[config.mk]
export PLATFORM = sky130hd
export DESIGN_NAME = ptw_top
export DESIGN_NICKNAME = d
export VERILOG_FILES = /design/src/rtl/ptw_pkg.sv /design/src/rtl/ptw_ctrl.sv /design/src/rtl/ptw_dpath.sv /design/src/rtl/ptw_top.sv
export SDC_FILE = /design/constraint.sdc
export NUM_CORES = 1
export LEC_CHECK = 0
export BUFFER_PORTS_ARGS = -buffer_cell sky130_fd_sc_hd__clkbuf_2
export CORE_ASPECT_RATIO = 0.6
export CORE_MARGIN = 2
export CORE_UTILIZATION = 35
export DETAILED_ROUTE_END_ITERATION = 16
export GPL_ROUTABILITY_DRIVEN = 0
export SETUP_SLACK_MARGIN = 0.2
export SYNTH_ARGS = -nofsm -noshare
export SYNTH_HDL_FRONTEND = slang
export SYNTH_SLANG_ARGS = --single-unit
[constraint.sdc]
create_clock -name clk -period 1.95 [get_ports clk]
set_clock_uncertainty 0.05 [all_clocks]
set_input_delay 0.4875 -clock clk [delete_from_list [all_inputs] [get_ports clk]]
set_output_delay 0.4875 -clock clk [all_outputs]
set_load 0.02 [all_outputs]
[src/rtl/ptw_pkg.sv]
package ptw_pkg;
  typedef enum logic [2:0] {
    ST_IDLE, ST_READ_DIR, ST_WAIT_DIR, ST_READ_PT, ST_WAIT_PT, ST_DONE
  } walkState_t;

  typedef struct packed {
    logic baseLoad;   // accept base write
    logic reqLatch;   // capture virtual address, clear result
    logic tblLatch;   // capture table base from directory entry
    logic selTable;   // address mux: 0 directory, 1 table
    logic okFinish;   // write translated address
    logic dirFault;   // record directory-level fault
    logic tblFault;   // record table-level fault
  } walkCtrl_t;
endpackage

[src/rtl/ptw_ctrl.sv]
module ptw_ctrl
  import ptw_pkg::*;
(
  input  logic      clk,
  input  logic      rstN,
  input  logic      baseWrEn,
  input  logic      reqValid,
  input  logic      memRspValid,
  input  logic      presentBit,
  output walkCtrl_t ctrl,
  output logic      reqReady,
  output logic      memReqValid,
  output logic      done,
  output logic      busy
);
  walkState_t stateQ, stateD;

  always_ff @(posedge clk) begin
    if (!rstN) stateQ <= ST_IDLE;
    else       stateQ <= stateD;
  end

  always_comb begin
    stateD = stateQ;
    ctrl   = '0;
    unique case (stateQ)
      ST_IDLE: begin
        ctrl.baseLoad = baseWrEn;
        if (reqValid) begin
          ctrl.reqLatch = 1'b1;
          stateD = ST_READ_DIR;
        end
      end
      ST_READ_DIR: stateD = ST_WAIT_DIR;
      ST_WAIT_DIR: if (memRspValid) begin
        if (presentBit) begin
          ctrl.tblLatch = 1'b1;
          stateD = ST_READ_PT;
        end else begin
          ctrl.dirFault = 1'b1;
          stateD = ST_DONE;
        end
      end
      ST_READ_PT: begin
        ctrl.selTable = 1'b1;
        stateD = ST_WAIT_PT;
      end
      ST_WAIT_PT: if (memRspValid) begin
        if (presentBit) ctrl.okFinish = 1'b1;
        else            ctrl.tblFault = 1'b1;
        stateD = ST_DONE;
      end
      ST_DONE: stateD = ST_IDLE;
      default: stateD = ST_IDLE;
    endcase
  end

  assign reqReady    = (stateQ == ST_IDLE);
  assign busy        = (stateQ != ST_IDLE);
  assign memReqValid = (stateQ == ST_READ_DIR) || (stateQ == ST_READ_PT);
  assign done        = (stateQ == ST_DONE);

  p_done_pulse_r7: assert property (@(posedge clk) disable iff (!rstN)
    done |=> !done);
  p_accept_reads_r7: assert property (@(posedge clk) disable iff (!rstN)
    (reqValid && reqReady) |=> memReqValid);
  p_strobe_single_r11: assert property (@(posedge clk) disable iff (!rstN)
    memReqValid |=> !memReqValid);
endmodule

[src/rtl/ptw_dpath.sv]
module ptw_dpath
  import ptw_pkg::*;
#(
  parameter int ADDR_W = 32,
  parameter int DIR_W  = 10,
  parameter int TBL_W  = 10,
  parameter int OFF_W  = 12,
  parameter int ENT_SH = 2
) (
  input  logic              clk,
  input  logic              rstN,
  input  walkCtrl_t         ctrl,
  input  logic              busy,
  input  logic              done,
  input  logic              memReqValid,
  input  logic [ADDR_W-1:0] baseWrData,
  input  logic [ADDR_W-1:0] reqVaddr,
  input  logic [ADDR_W-1:0] memRspData,
  output logic [ADDR_W-1:0] memReqAddr,
  output logic [ADDR_W-1:0] paddr,
  output logic              fault,
  output logic              faultLevel
);
  localparam int FRAME_W = ADDR_W - OFF_W;

  logic [FRAME_W-1:0] baseQ, tblBaseQ;
  logic [ADDR_W-1:0]  vaddrQ;
  logic [DIR_W-1:0]   dirIdx;
  logic [TBL_W-1:0]   tblIdx;
  logic [ADDR_W-1:0]  dirAddr, tblAddr;

  assign dirIdx  = vaddrQ[ADDR_W-1 -: DIR_W];
  assign tblIdx  = vaddrQ[OFF_W +: TBL_W];
  assign dirAddr = {baseQ, {OFF_W{1'b0}}} + (ADDR_W'(dirIdx) << ENT_SH);
  assign tblAddr = {tblBaseQ, {OFF_W{1'b0}}} + (ADDR_W'(tblIdx) << ENT_SH);
  assign memReqAddr = ctrl.selTable ? tblAddr : dirAddr;

  always_ff @(posedge clk) begin
    if (!rstN) begin
      baseQ      <= '0;
      tblBaseQ   <= '0;
      vaddrQ     <= '0;
      paddr      <= '0;
      fault      <= 1'b0;
      faultLevel <= 1'b0;
    end else begin
      if (ctrl.baseLoad) baseQ <= baseWrData[ADDR_W-1:OFF_W];
      if (ctrl.reqLatch) begin
        vaddrQ     <= reqVaddr;
        paddr      <= '0;
        fault      <= 1'b0;
        faultLevel <= 1'b0;
      end
      if (ctrl.tblLatch) tblBaseQ <= memRspData[ADDR_W-1:OFF_W];
      if (ctrl.okFinish) paddr <= {memRspData[ADDR_W-1:OFF_W], vaddrQ[OFF_W-1:0]};
      if (ctrl.dirFault) begin
        fault      <= 1'b1;
        faultLevel <= 1'b0;
      end
      if (ctrl.tblFault) begin
        fault      <= 1'b1;
        faultLevel <= 1'b1;
      end
    end
  end

  p_base_hold_r8: assert property (@(posedge clk) disable iff (!rstN)
    busy |=> $stable(baseQ));
  p_word_align_r2: assert property (@(posedge clk) disable iff (!rstN)
    memReqValid |-> (memReqAddr[ENT_SH-1:0] == '0));
  p_offset_pass_r4: assert property (@(posedge clk) disable iff (!rstN)
    (done && !fault) |-> (paddr[OFF_W-1:0] == vaddrQ[OFF_W-1:0]));
endmodule

[src/rtl/ptw_top.sv]
module ptw_top
  import ptw_pkg::*;
#(
  parameter int ADDR_W = 32,
  parameter int DIR_W  = 10,
  parameter int TBL_W  = 10,
  parameter int OFF_W  = 12
) (
  input  logic              clk,
  input  logic              rstN,
  input  logic              baseWrEn,
  input  logic [ADDR_W-1:0] baseWrData,
  input  logic              reqValid,
  input  logic [ADDR_W-1:0] reqVaddr,
  output logic              reqReady,
  output logic              memReqValid,
  output logic [ADDR_W-1:0] memReqAddr,
  input  logic              memRspValid,
  input  logic [ADDR_W-1:0] memRspData,
  output logic              done,
  output logic [ADDR_W-1:0] paddr,
  output logic              fault,
  output logic              faultLevel
);
  localparam int ENT_SH = 2;

  walkCtrl_t ctrl;
  logic      busy;

  ptw_ctrl u_ctrl (
    .clk(clk), .rstN(rstN), .baseWrEn(baseWrEn), .reqValid(reqValid),
    .memRspValid(memRspValid), .presentBit(memRspData[0]), .ctrl(ctrl),
    .reqReady(reqReady), .memReqValid(memReqValid), .done(done), .busy(busy)
  );

  ptw_dpath #(
    .ADDR_W(ADDR_W), .DIR_W(DIR_W), .TBL_W(TBL_W), .OFF_W(OFF_W), .ENT_SH(ENT_SH)
  ) u_dpath (
    .clk(clk), .rstN(rstN), .ctrl(ctrl), .busy(busy), .done(done),
    .memReqValid(memReqValid), .baseWrData(baseWrData), .reqVaddr(reqVaddr),
    .memRspData(memRspData), .memReqAddr(memReqAddr), .paddr(paddr),
    .fault(fault), .faultLevel(faultLevel)
  );
endmodule

# Word level (Yosys, flattened, before mapping)
# Index checks and enable logic that the tools add are counted.
totals:
  reg_bits: 109
  in_bits: 101
classes:
  n_addsub: 2
  eq_ne: 8
  mux: 24
  n_reduce_logical: 5
op_table:
  columns: ["op", "n"]
  rows:
  - ["$mux W32", 3]
  - ["$add A32 B12 Y32", 2]
  - ["$mux W1", 15]
  - ["$pmux W3 S5", 1]
  - ["$mux W3", 4]
  - ["$eq A3 B2 Y1 const B", 2]
  - ["$eq A3 B3 Y1 const B", 2]
  - ["$ne A2 B2 Y1 const B", 3]
  - ["$eq A3 B1 Y1 const B", 1]
  - ["$logic_not A3 Y1", 1]
  - ["$reduce_and A3 Y1", 1]
  - ["$reduce_bool A3 Y1", 1]
  - ["$mux W2", 1]
  - ["$reduce_bool A2 Y1", 1]
  - ["$logic_or A1 B1 Y1", 1]

# Logic depth before layout (Yosys ltp)
# Gate-level depths: netlist of run 1.
logic_depth:
  word_depth: 5
  ltp_mapped: 6

# Modules after synthesis
# Synthesis of run 1 repeated with hierarchy kept, for this count alone.
unflattened:
  hier_cells: 448
  area_unflattened_um2: 4664.5
by_module_without_submodules:
  columns: ["module", "n_inst", "cells_per_inst", "area_each_um2", "seq_area_each_um2"]
  rows:
  - ["ptw_dpath", 1, 417, 4438.0, 2122.0]
  - ["ptw_ctrl", 1, 31, 226.5, 60.1]

# Least setup slack after synthesis of run 1
# Ideal clock, no wire load.
synth_timing:
  kind: "register to output"
  start: "reg u_ctrl.stateQ[0]"
  end: "out memReqAddr[10]"
  t_arrival_ns: 1.571
  path_slack_ns: -0.158
  path_stages_with_launch: 6
  n_path_buf: 2
  cell_sequence: "dfxtp_1 buf_2 nor2b_1 nand2_1 buf_2 mux2_2"
synth_via:
  elab_chain_len: 3
synth_rtl:
  columns: ["element", "line_no", "source"]
  rows:
  - ["start, declared", "ptw_ctrl.sv:16", "walkState_t stateQ, stateD;"]
  - ["start signal, assigned", "ptw_ctrl.sv:20", "else stateQ <= stateD;"]
  - ["$eq A3 B2 Y1", "ptw_ctrl.sv:26", "unique case (stateQ)"]
  - ["$mux W1", "ptw_ctrl.sv:26", null]
  - ["$mux W32", "ptw_dpath.sv:36", "assign memReqAddr = ctrl.selTable ? tblAddr : dirAddr;"]
  - ["end, declared", "ptw_top.sv:17", "output logic [ADDR_W-1:0] memReqAddr,"]
# No other way between the ends.

# Worst setup path after layout of run 1
layout_timing:
  start: "reg u_ctrl.stateQ[0]"
  end: "out memReqAddr[24]"
# Same word-level chain as after synthesis.

==> results.json, run 1 <==
{
  "finalHoldViolations": 0,
  "layout_common_cells": "126 x nand2_1, 119 x clkbuf_2, 106 x dfxtp_1, 53 x nand3_1, 41 x mux2i_1",
  "cp.required_ns": 1.41,
  "clk_pin_slew_worst_paths_ns": 0.07,
  "synthAdderAreaFrac_pct": 0,
  "start_util_pct": 35.9,
  "synth-xor-area-share_pct": 0.191,
  "dp.final_hpwl_mm": 8.63,
  "synth-simple-area-share_pct": 20.7,
  "maxCapViolCount": 0,
  "clock_latency_ns": 0.34,
  "min_to": "u_dpath.vaddrQ[25]",
  "die_h_um": 92.7,
  "rsz0062_at_grt": "true",
  "synthMuxAreaShare_pct": 16.3,
  "violations": "setup timing",
  "power_uw": 4850,
  "max_freq_ghz": 0.475,
  "synthDistinctLibCells": 32,
  "placementRows": 32,
  "fp.dieW_um": 152,
  "r2r-end": "u_dpath.paddr[22]",
  "finalCritPeriodShare_pct": 108,
  "postRouteAntennaNets": 0,
  "clockRootBuffer": "clkbuf_16",
  "wl_per_cell_um": 14.8,
  "clockBufferDepth": 2,
  "synthCells": 513,
  "irDropWorstVdd_mv": 0.436,
  "final_cells": 820,
  "maxSlewViolCount": 0,
  "fin_crit_ns": 2.10,
  "setup_ws_ns": -0.155,
  "dr.first_iter.drc_count": 208,
  "slowest_delay_ns": 0.35,
  "core_region_area_mm2": 0.0128,
  "num_vias": 3957,
  "cts_tree": "built",
  "grt_util_all_layers_pct": 16.9,
  "placed_area_mm2": 0.00560,
  "worstPathArrival_ns": 1.57,
  "totalWireLength_mm": 12.2,
  "nets": 747,
  "synth_top_family_by_area": "simple AND/OR/NAND/NOR gates",
  "endpoint_kind": "output port",
  "clock-sinks": 109,
  "status": "finished, violations left",
  "leakage_uw": 0.00273,
  "viasPerCell": 4.83,
  "dp_cells": 802,
  "min_from": "reqVaddr[25]",
  "layout.cells.most_common": "nand2_1",
  "finalInstanceArea_mm2": 0.00600,
  "final-setup-viol-count": 30,
  "n_fill_cell": 1274,
  "drt_pre_antenna_iters": 4,
  "grt_pass1_wl_mm": 19.3,
  "reg2reg_setup_slack_ns": 0.30,
  "cts_buffers": 9,
  "rr_worst_depth": 5,
  "antenna_found_initial": 0,
  "drc": 0,
  "io_pins": 170,
  "yosysWarnings": 0,
  "ctsHtreeMaxLevel": 3,
  "drive_gt1_share_pct": 34.9,
  "seq_area_frac_synth_pct": 47.5,
  "final_util_pct": 46.9,
  "postSynthAreaPerCell_um2": 8.96,
  "crit_chain": "nor2b_4, nand2_4, buf_12, mux2_2, buf_2",
  "crit_fanout": 12,
  "synth.cell_area_mm2": 0.00459,
  "startpoint_type": "register",
  "min_path_type": "in2reg",
  "min_path_cells": 3,
  "cts_hold_buffers": 0,
  "grt_pass1_vias": 3839,
  "r2r-start": "u_ctrl.stateQ[2]",
  "crit_type": "reg2out",
  "die_area_mm2": 0.0141,
  "crit_slowest_cell": "mux2_2",
  "syn_to_final_growth_pct": 30.7,
  "pre_cts_slack_ns": 0.180,
  "powerDensity_mw_per_mm2": 808,
  "synth-compound-area-share_pct": 9.69,
  "grt_max_degree": 43,
  "n_antenna_cell": 0,
  "ys_ff_latch": 109,
  "grt.overflow.total": 0,
  "port-buffer-count": 144
}
## kinds of logic after synthesis
family | after synthesis
simple gates | 210
flops | 109
mux | 71
compound gates | 70
buf+inv | 51
xor+xnor | 1
other cells | 1
## flip-flops by register name, indices dropped and copies added, names as in the netlist
| name | cells |
|---|---|
| u_ctrl.stateQ | 3 |
| u_dpath.baseQ | 20 |
| u_dpath.fault | 1 |
| u_dpath.faultLevel | 1 |
| u_dpath.paddr | 32 |
| u_dpath.tblBaseQ | 20 |
| u_dpath.vaddrQ | 32 |
## report_power, final
part	switching (uW)	leakage [uW]	internal, uW	total, uW
Clock	807	0.000139	900	1710
Sequential	51.6	0.000888	2320	2380
Combinational	436	0.00170	333	770
Total	1300	0.00273	3560	4850
## worst max path at each step
stage	from	end	slack [ns]	cells past startpoint
after global routing	u_ctrl.stateQ[0]	memReqAddr[17]	-0.21	5
after global placement	u_ctrl.stateQ[0]	memReqAddr[19]	0.18	5
after floorplan	u_ctrl.stateQ[0]	memReqAddr[10]	0.16	5
after detailed placement	u_ctrl.stateQ[0]	memReqAddr[19]	0.18	5
final	u_ctrl.stateQ[0]	memReqAddr[24]	-0.15	5
after CTS	u_ctrl.stateQ[0]	memReqAddr[19]	-0.18	5
## metrics by stage
step,setup TNS [ns],hold slack (ns)
3_3_place_gp,0,0.382
2_1_floorplan,0,0.375
3_5_place_dp,0,0.389
5_1_grt,-5.75,0.305
6_report,-4.11,0.312
4_1_cts,-4.94,0.297
## area by class of cell
| class | instances | area (um2) | share of cell area [%] |
|---|---|---|---|
| multi-input cells | 354 | 2230 | 37.2 |
| flip-flops and latches | 109 | 2190 | 36.5 |
| repair buffers | 170 | 1090 | 18.1 |
| clock buffers | 10 | 239 | 3.98 |
| well taps | 170 | 213 | 3.54 |
| clock inverters | 5 | 36.3 | 0.604 |
| inverters | 2 | 7.51 | 0.125 |
## repair_timing
| item | CTS | global route |
|---|---|---|
| resized for setup | 18 | 28 |
| endpoints found under the setup margin | 34 | 53 |
| buffers inserted | 0 | 2 |
| pin swaps | 0 | 1 |
| cloned | 1 | 0 |
## critical path, delay by kind of cell (launching register included)
family,cells,cell delay (ns)
buffers and inverters,2,0.32
DFF,1,0.32
muxes,1,0.35
and+or+nand+nor,2,0.24
## synthesized netlist by cell type
cell / count / area share [%]
a21boi_0: 8 / 1.3
mux2i_1: 41 / 8.9
mux2_2: 30 / 7.4
buf_6: 5 / 1.2
buf_2: 15 / 1.6
nor3_1: 2 / 0.22
or3_1: 1 / 0.14
a21boi_1: 25 / 4.1
and2_1: 1 / 0.14
o21ai_1: 3 / 0.33
a41o_1: 1 / 0.22
nor2b_1: 2 / 0.27
and3b_1: 1 / 0.19
nand4_1: 13 / 1.8
nor4b_2: 2 / 0.65
buf_4: 2 / 0.33
nand3_1: 53 / 5.8
or4b_4: 1 / 0.30
o211a_1: 1 / 0.22
nor4bb_1: 1 / 0.22
nand2_1: 127 / 10
buf_1: 3 / 0.25
o21ai_0: 29 / 3.2
nand2b_1: 3 / 0.41
conb_1: 1 / 0.082
nor2_1: 3 / 0.25
o21a_1: 1 / 0.16
dfxtp_1: 109 / 47
clkbuf_1: 24 / 2.0
xnor2_1: 1 / 0.19
a21oi_1: 2 / 0.22
inv_1: 2 / 0.16
## per-layer routing
metal / up-vias / GRT usage, % / part of all wire [%]
li1: 2010 / - / -
met1: 1842 / 24.4 / 50
met2: 99 / 25.5 / 43
met3: 6 / 4.35 / 6.6
met4: 0 / 2.80 / 0.56
met5: - / 0 / 0
Note: power is estimated with default switching activity, not from simulation.
==> run 2, diff against run 1 <==
--- a/config.mk
+++ b/config.mk
@@ -5,12 +5,14 @@
 export SDC_FILE = /design/constraint.sdc
 export NUM_CORES = 1
 export LEC_CHECK = 0
+export ABC_AREA = 1
 export BUFFER_PORTS_ARGS = -buffer_cell sky130_fd_sc_hd__clkbuf_2
 export CORE_ASPECT_RATIO = 0.6
 export CORE_MARGIN = 2
 export CORE_UTILIZATION = 35
 export DETAILED_ROUTE_END_ITERATION = 16
 export GPL_ROUTABILITY_DRIVEN = 0
+export RECOVER_POWER = 50
 export SETUP_SLACK_MARGIN = 0.2
 export SYNTH_ARGS = -nofsm -noshare
 export SYNTH_HDL_FRONTEND = slang
==> results.json, run 2 <==
{
  "ys_async_sr_fraction_pct": 0,
  "synthAdderAreaFrac_pct": 0,
  "ctsHtreeMaxLevel": 3,
  "grt_use_met2_pct": 29.0,
  "die_area_mm2": 0.0133,
  "synthCells": 578,
  "power_uw": 7830,
  "maxSlewViolCount": 0,
  "maxCapViolCount": 0,
  "whs_ns": 0.330,
  "leakage_uw": 0.00256,
  "clock-sinks": 109,
  "fin_crit_ns": 2.14,
  "antenna_found_initial": 0,
  "yosys-top-cells-count": "109 x dfxtp_1, 106 x a21oi_1, 79 x nand2_1, 68 x nor2_1, 61 x nand3_1",
  "grt.overflow.total": 0,
  "yosys.area.top_type": "dfxtp_1",
  "grtUsageMet3_pct": 5.84,
  "io_pins": 170,
  "power_frac_seq_pct": 35.1,
  "ys_ff_latch": 109,
  "yosysMostFrequentCell": "dfxtp_1",
  "fp.dieW_um": 147,
  "violations": "setup timing",
  "max_freq_ghz": 0.468,
  "dp.final_hpwl_mm": 8.91,
  "finalCritPeriodShare_pct": 110,
  "power.switching_uw": 2850,
  "num_vias": 4373,
  "drive_gt1_share_pct": 32.0,
  "use_met1_pct": 28.8,
  "grt_pass1_wl_mm": 21.2,
  "max-slew-margin-rel_pct": 59.2,
  "top_regs": "u_dpath.paddr x32, u_dpath.vaddrQ x32",
  "synth-compound-area-share_pct": 19.6,
  "synth.cell_area_mm2": 0.00431,
  "drt_pre_antenna_iters": 5,
  "synth-simple-area-share_pct": 20.9,
  "synthDistinctLibCells": 21,
  "totalWireLength_mm": 13.2,
  "yosysWarnings": 0,
  "core_region_area_mm2": 0.0120,
  "cts_tree": "built",
  "synth_top_cells_by_area": "dfxtp_1 51%, a21oi_1 12%, nand3_1 7.1%, nand2_1 6.9%, nor2_1 5.9%",
  "grt_util_all_layers_pct": 19.8,
  "busiest_layer": "met2",
  "viasPerCell": 4.90,
  "slowest_delay_ns": 0.36,
  "crit_fanout": 10,
  "postSynthAreaPerCell_um2": 7.46,
  "rsz0062_at_grt": "true",
  "cp.required_ns": 1.41,
  "synth_top_area_share_pct": 50.6,
  "intPower_uw": 4980,
  "startpoint_type": "register",
  "start_util_pct": 35.9,
  "dr.first_iter.drc_count": 190,
  "wl_per_cell_um": 14.8,
  "pre_cts_slack_ns": 0.0721,
  "synth_top_family_by_area": "simple AND/OR/NAND/NOR gates",
  "comb_power_share_pct": 39.5,
  "endpoint_kind": "output port",
  "postRouteAntennaNets": 0,
  "worstPathArrival_ns": 1.60,
  "crit_slowest_cell": "dfxtp_2",
  "status": "finished, violations left",
  "seq_area_frac_synth_pct": 50.6,
  "placementRows": 31,
  "powerDensity_mw_per_mm2": 1220,
  "ys.flop_type": "dfxtp_1",
  "tightest_slew_ns": 0.612,
  "layout_common_cells": "106 x dfxtp_1, 86 x a21oi_1, 84 x clkbuf_2, 69 x nand2_1, 61 x nand3_1",
  "drc": 0,
  "clockRootBuffer": "clkbuf_16",
  "clockBufferDepth": 2,
  "irDropWorstVdd_mv": 0.743,
  "nets": 822,
  "grt_max_degree": 57,
  "clock_latency_ns": 0.35,
  "cts_buffers": 9,
  "n_fill_cell": 1149,
  "fin_tns_setup_ns": -3.96,
  "grt_pass1_vias": 4254,
  "clockPowerShare_pct": 25.4,
  "synthMuxAreaShare_pct": 0,
  "synth-xor-area-share_pct": 0,
  "swShare_pct": 36.4,
  "layout.cells.most_common": "dfxtp_1",
  "min_path_type": "in2reg",
  "crit_chain": "inv_4, nor2_4, nand2_8, clkbuf_16, nand2_1, o21ai_4, clkbuf_2",
  "syn_to_final_growth_pct": 48.3,
  "setup_ws_ns": -0.188,
  "clk_pin_slew_worst_paths_ns": 0.08,
  "final-setup-viol-count": 30,
  "crit_type": "reg2out",
  "port-buffer-count": 144,
  "synth_edf_count": 0,
  "die_h_um": 90,
  "cts_hold_buffers": 0,
  "finalHoldViolations": 0
}
-- run 2: changes by cell type after synthesis, sizes merged, moves of 3 or more --
cell and change:
a21oi +104, nand4 -12, clkbuf -7, nand3 +9
inv +38, mux2 -30, nand2b -3, nand2 -47
buf +3, o21ai +30, nor2 +68, mux2i -41
a21boi -33
-- run 2: layout make-up --
cell class / count / area (um2) / share of cell area, %
tap: 165 / 206 / 3.23
inverter: 40 / 161 / 2.52
timing repair buffer: 175 / 1220 / 19.1
clock inverter: 7 / 96.3 / 1.51
antenna: 1 / 2.50 / 0.0391
multi-input combinational: 385 / 2290 / 35.8
timing repair inverter: 1 / 7.51 / 0.117
sequential: 109 / 2190 / 34.2
clock buffer: 9 / 225 / 3.52
-- run 2: cell families after synthesis --
logic type / after synthesis
AO/OA/AOI/OAI: 169
buffers and inverters: 85
flip-flops: 109
AND/OR/NAND/NOR: 214
other: 1
-- run 2: power by group through the flow --
| stage | Sequential, uW | Clock (uW) | Combinational, uW |
|---|---|---|---|
| 2_1_floorplan | 2730 | 0 | 1870 |
| 3_3_place_gp | 2740 | 0 | 2500 |
| 3_5_place_dp | 2750 | 0 | 2540 |
| 4_1_cts | 2720 | 2030 | 2900 |
| 5_1_grt | 2780 | 2120 | 3370 |
| 6_report | 2750 | 1990 | 3090 |
-- run 2: timing repair --
action	4_1_cts	5_1_grt
buffers inserted	4	5
gates cloned	2	2
resized for setup	58	86
endpoints found under the setup margin	32	61
pin swaps	2	3
-- run 2: metal layers --
metal / vias to the layer above / share of wire [%]
li1: 2192 / -
met1: 2050 / 50
met2: 120 / 43
met3: 11 / 6.5
met4: 0 / 0.75
met5: - / 0
-- run 2: critical path, delay by kind of cell (launching register included) --
family | cells | cell delay [ns]
buffers and inverters | 3 | 0.42
flip-flops | 1 | 0.36
AND/OR/NAND/NOR | 3 | 0.41
AO/OA/AOI/OAI | 1 | 0.06
-- run 2: final timing paths --
path,startpoint,to,slack (ns),depth (start not counted)
min reg2reg,u_dpath.vaddrQ[2],u_dpath.paddr[2],0.42,2
max,u_ctrl.stateQ[0],memReqAddr[6],-0.19,7
max reg2reg,u_ctrl.stateQ[0],u_dpath.baseQ[11],0.01,9
min,reqVaddr[27],u_dpath.vaddrQ[27],0.33,3
-- run 2: metrics by stage --
step,instance area [um2],instances,utilization (%)
2_1_floorplan,4690,579,-
3_3_place_gp,5580,862,46.4
3_5_place_dp,5580,862,46.4
4_1_cts,6190,884,51.5
5_1_grt,6400,891,53.2
6_report,6400,892,53.2
==> run 3, diff against run 2 <==
--- a/config.mk
+++ b/config.mk
@@ -5,7 +5,6 @@
 export SDC_FILE = /design/constraint.sdc
 export NUM_CORES = 1
 export LEC_CHECK = 0
-export ABC_AREA = 1
 export BUFFER_PORTS_ARGS = -buffer_cell sky130_fd_sc_hd__clkbuf_2
 export CORE_ASPECT_RATIO = 0.6
 export CORE_MARGIN = 2
==> results.json, run 3 (synthesis gave the netlist of run 1 again) <==
{
  "final_cells": 820,
  "endpoint_kind": "output port",
  "irDropWorstVdd_mv": 0.436,
  "viasPerCell": 4.85,
  "crit_type": "reg2out",
  "final-setup-viol-count": 30,
  "crit_fanout": 12,
  "antenna_found_initial": 0,
  "cts_hold_buffers": 0,
  "clock-sinks": 109,
  "rsz0062_at_grt": "true",
  "nets": 747,
  "min_path_type": "in2reg",
  "drt_pre_antenna_iters": 4,
  "start_util_pct": 35.9,
  "finalCritPeriodShare_pct": 108,
  "ctsHtreeMaxLevel": 3,
  "startpoint_type": "register",
  "cts_tree": "built",
  "cp.required_ns": 1.41,
  "totalWireLength_mm": 12.2,
  "drc": 0,
  "powerDensity_mw_per_mm2": 819,
  "die_area_mm2": 0.0141,
  "setup_ws_ns": -0.158,
  "max-slew-margin-rel_pct": 42.3,
  "core_region_area_mm2": 0.0128,
  "min_path_cells": 3,
  "worstPathArrival_ns": 1.57,
  "violations": "setup timing",
  "die_h_um": 92.7,
  "cts_buffers": 9,
  "clock_latency_ns": 0.34,
  "clockBufferDepth": 2,
  "num_vias": 3974,
  "grt_util_all_layers_pct": 16.9,
  "placed_area_mm2": 0.00560,
  "tightest_slew_ns": 0.866,
  "syn_to_final_growth_pct": 28.5,
  "placementRows": 32,
  "max_freq_ghz": 0.474,
  "dp_cells": 802,
  "n_antenna_cell": 0,
  "maxSlewViolCount": 0,
  "top_regs": "u_dpath.paddr x32, u_dpath.vaddrQ x32",
  "clockRootBuffer": "clkbuf_16",
  "port-buffer-count": 144,
  "status": "finished, violations left",
  "dp.final_hpwl_mm": 8.63,
  "fp.dieW_um": 152,
  "grt_max_degree": 43,
  "maxCapViolCount": 0,
  "postRouteAntennaNets": 0,
  "finalHoldViolations": 0,
  "n_fill_cell": 1297,
  "drive_gt1_share_pct": 29.4,
  "clk_pin_slew_worst_paths_ns": 0.07,
  "dr.first_iter.drc_count": 231,
  "leakage_uw": 0.00259,
  "wl_per_cell_um": 14.8,
  "fin_crit_ns": 2.11,
  "finalInstanceArea_mm2": 0.00591,
  "rr_worst_depth": 5,
  "io_pins": 170,
  "grt_pass1_wl_mm": 19.3,
  "grt.overflow.total": 0,
  "grt_pass1_vias": 3839,
  "layout.cells.most_common": "nand2_1",
  "layout_common_cells": "126 x nand2_1, 106 x dfxtp_1, 89 x clkbuf_2, 53 x nand3_1, 41 x mux2i_1"
}
[run 3: power breakdown]
part / switching (uW) / internal (uW)
logic: 435 / 315
clock network: 809 / 900
registers: 51.1 / 2320
[run 3: per-stage QoR]
step	power, uW	worst slack, ns	hold WS, ns	utilization, %	TNS (ns)
detailed placement	3160	0.180	0.389	43.7	0
CTS	4910	-0.180	0.297	46.6	-4.94
global route	5060	-0.209	0.306	46.1	-6.10
global placement	3140	0.181	0.382	43.7	0
finish	4840	-0.158	0.313	46.1	-4.20
floorplan	2890	0.158	0.375	-	0
[run 3: final cells by class]
cell class | instances | area [um2] | area share [%]
Timing Repair Buffer | 170 | 991 | 16.8
Clock buffer | 10 | 239 | 4.05
Sequential cell | 109 | 2190 | 37.1
Tap cell | 170 | 213 | 3.60
Inverter | 2 | 7.51 | 0.127
Multi-Input combinational cell | 354 | 2230 | 37.8
Clock inverter | 5 | 36.3 | 0.614
[run 3: worst max-delay path: stages, from the launching register on]
cell     delay (ns)
dfxtp_2        0.32
nor2b_4        0.13
nand2_4        0.11
buf_12         0.16
mux2_2         0.35
buf_4          0.16
[run 3: path summary, 6_finish.rpt]
path | startpoint | end | slack (ns)
max | u_ctrl.stateQ[0] | memReqAddr[17] | -0.16
min | reqVaddr[25] | u_dpath.vaddrQ[25] | 0.31
max reg2reg | u_ctrl.stateQ[0] | u_dpath.baseQ[4] | 0.12
min reg2reg | u_dpath.vaddrQ[16] | u_dpath.vaddrQ[16] | 0.41
[run 3: layer usage]
layer / share of wire (%) / routed length, um / vias up / global-route usage, %
met4: 0.57 / 69 / 0 / 2.80
met1: 53 / 6390 / 1874 / 24.4
li1: - / - / 2006 / -
met3: 4.3 / 522 / 6 / 4.35
met2: 43 / 5180 / 88 / 25.5
met5: 0 / 0 / - / 0
[run 3: repair_timing]
action / 4_1_cts / 5_1_grt
hold endpoints to repair: 0 / 0
setup endpoints to repair: 34 / 53
pin swaps: 0 / 1
gates cloned: 1 / 0
setup buffers: 0 / 2
gates resized for setup: 18 / 28
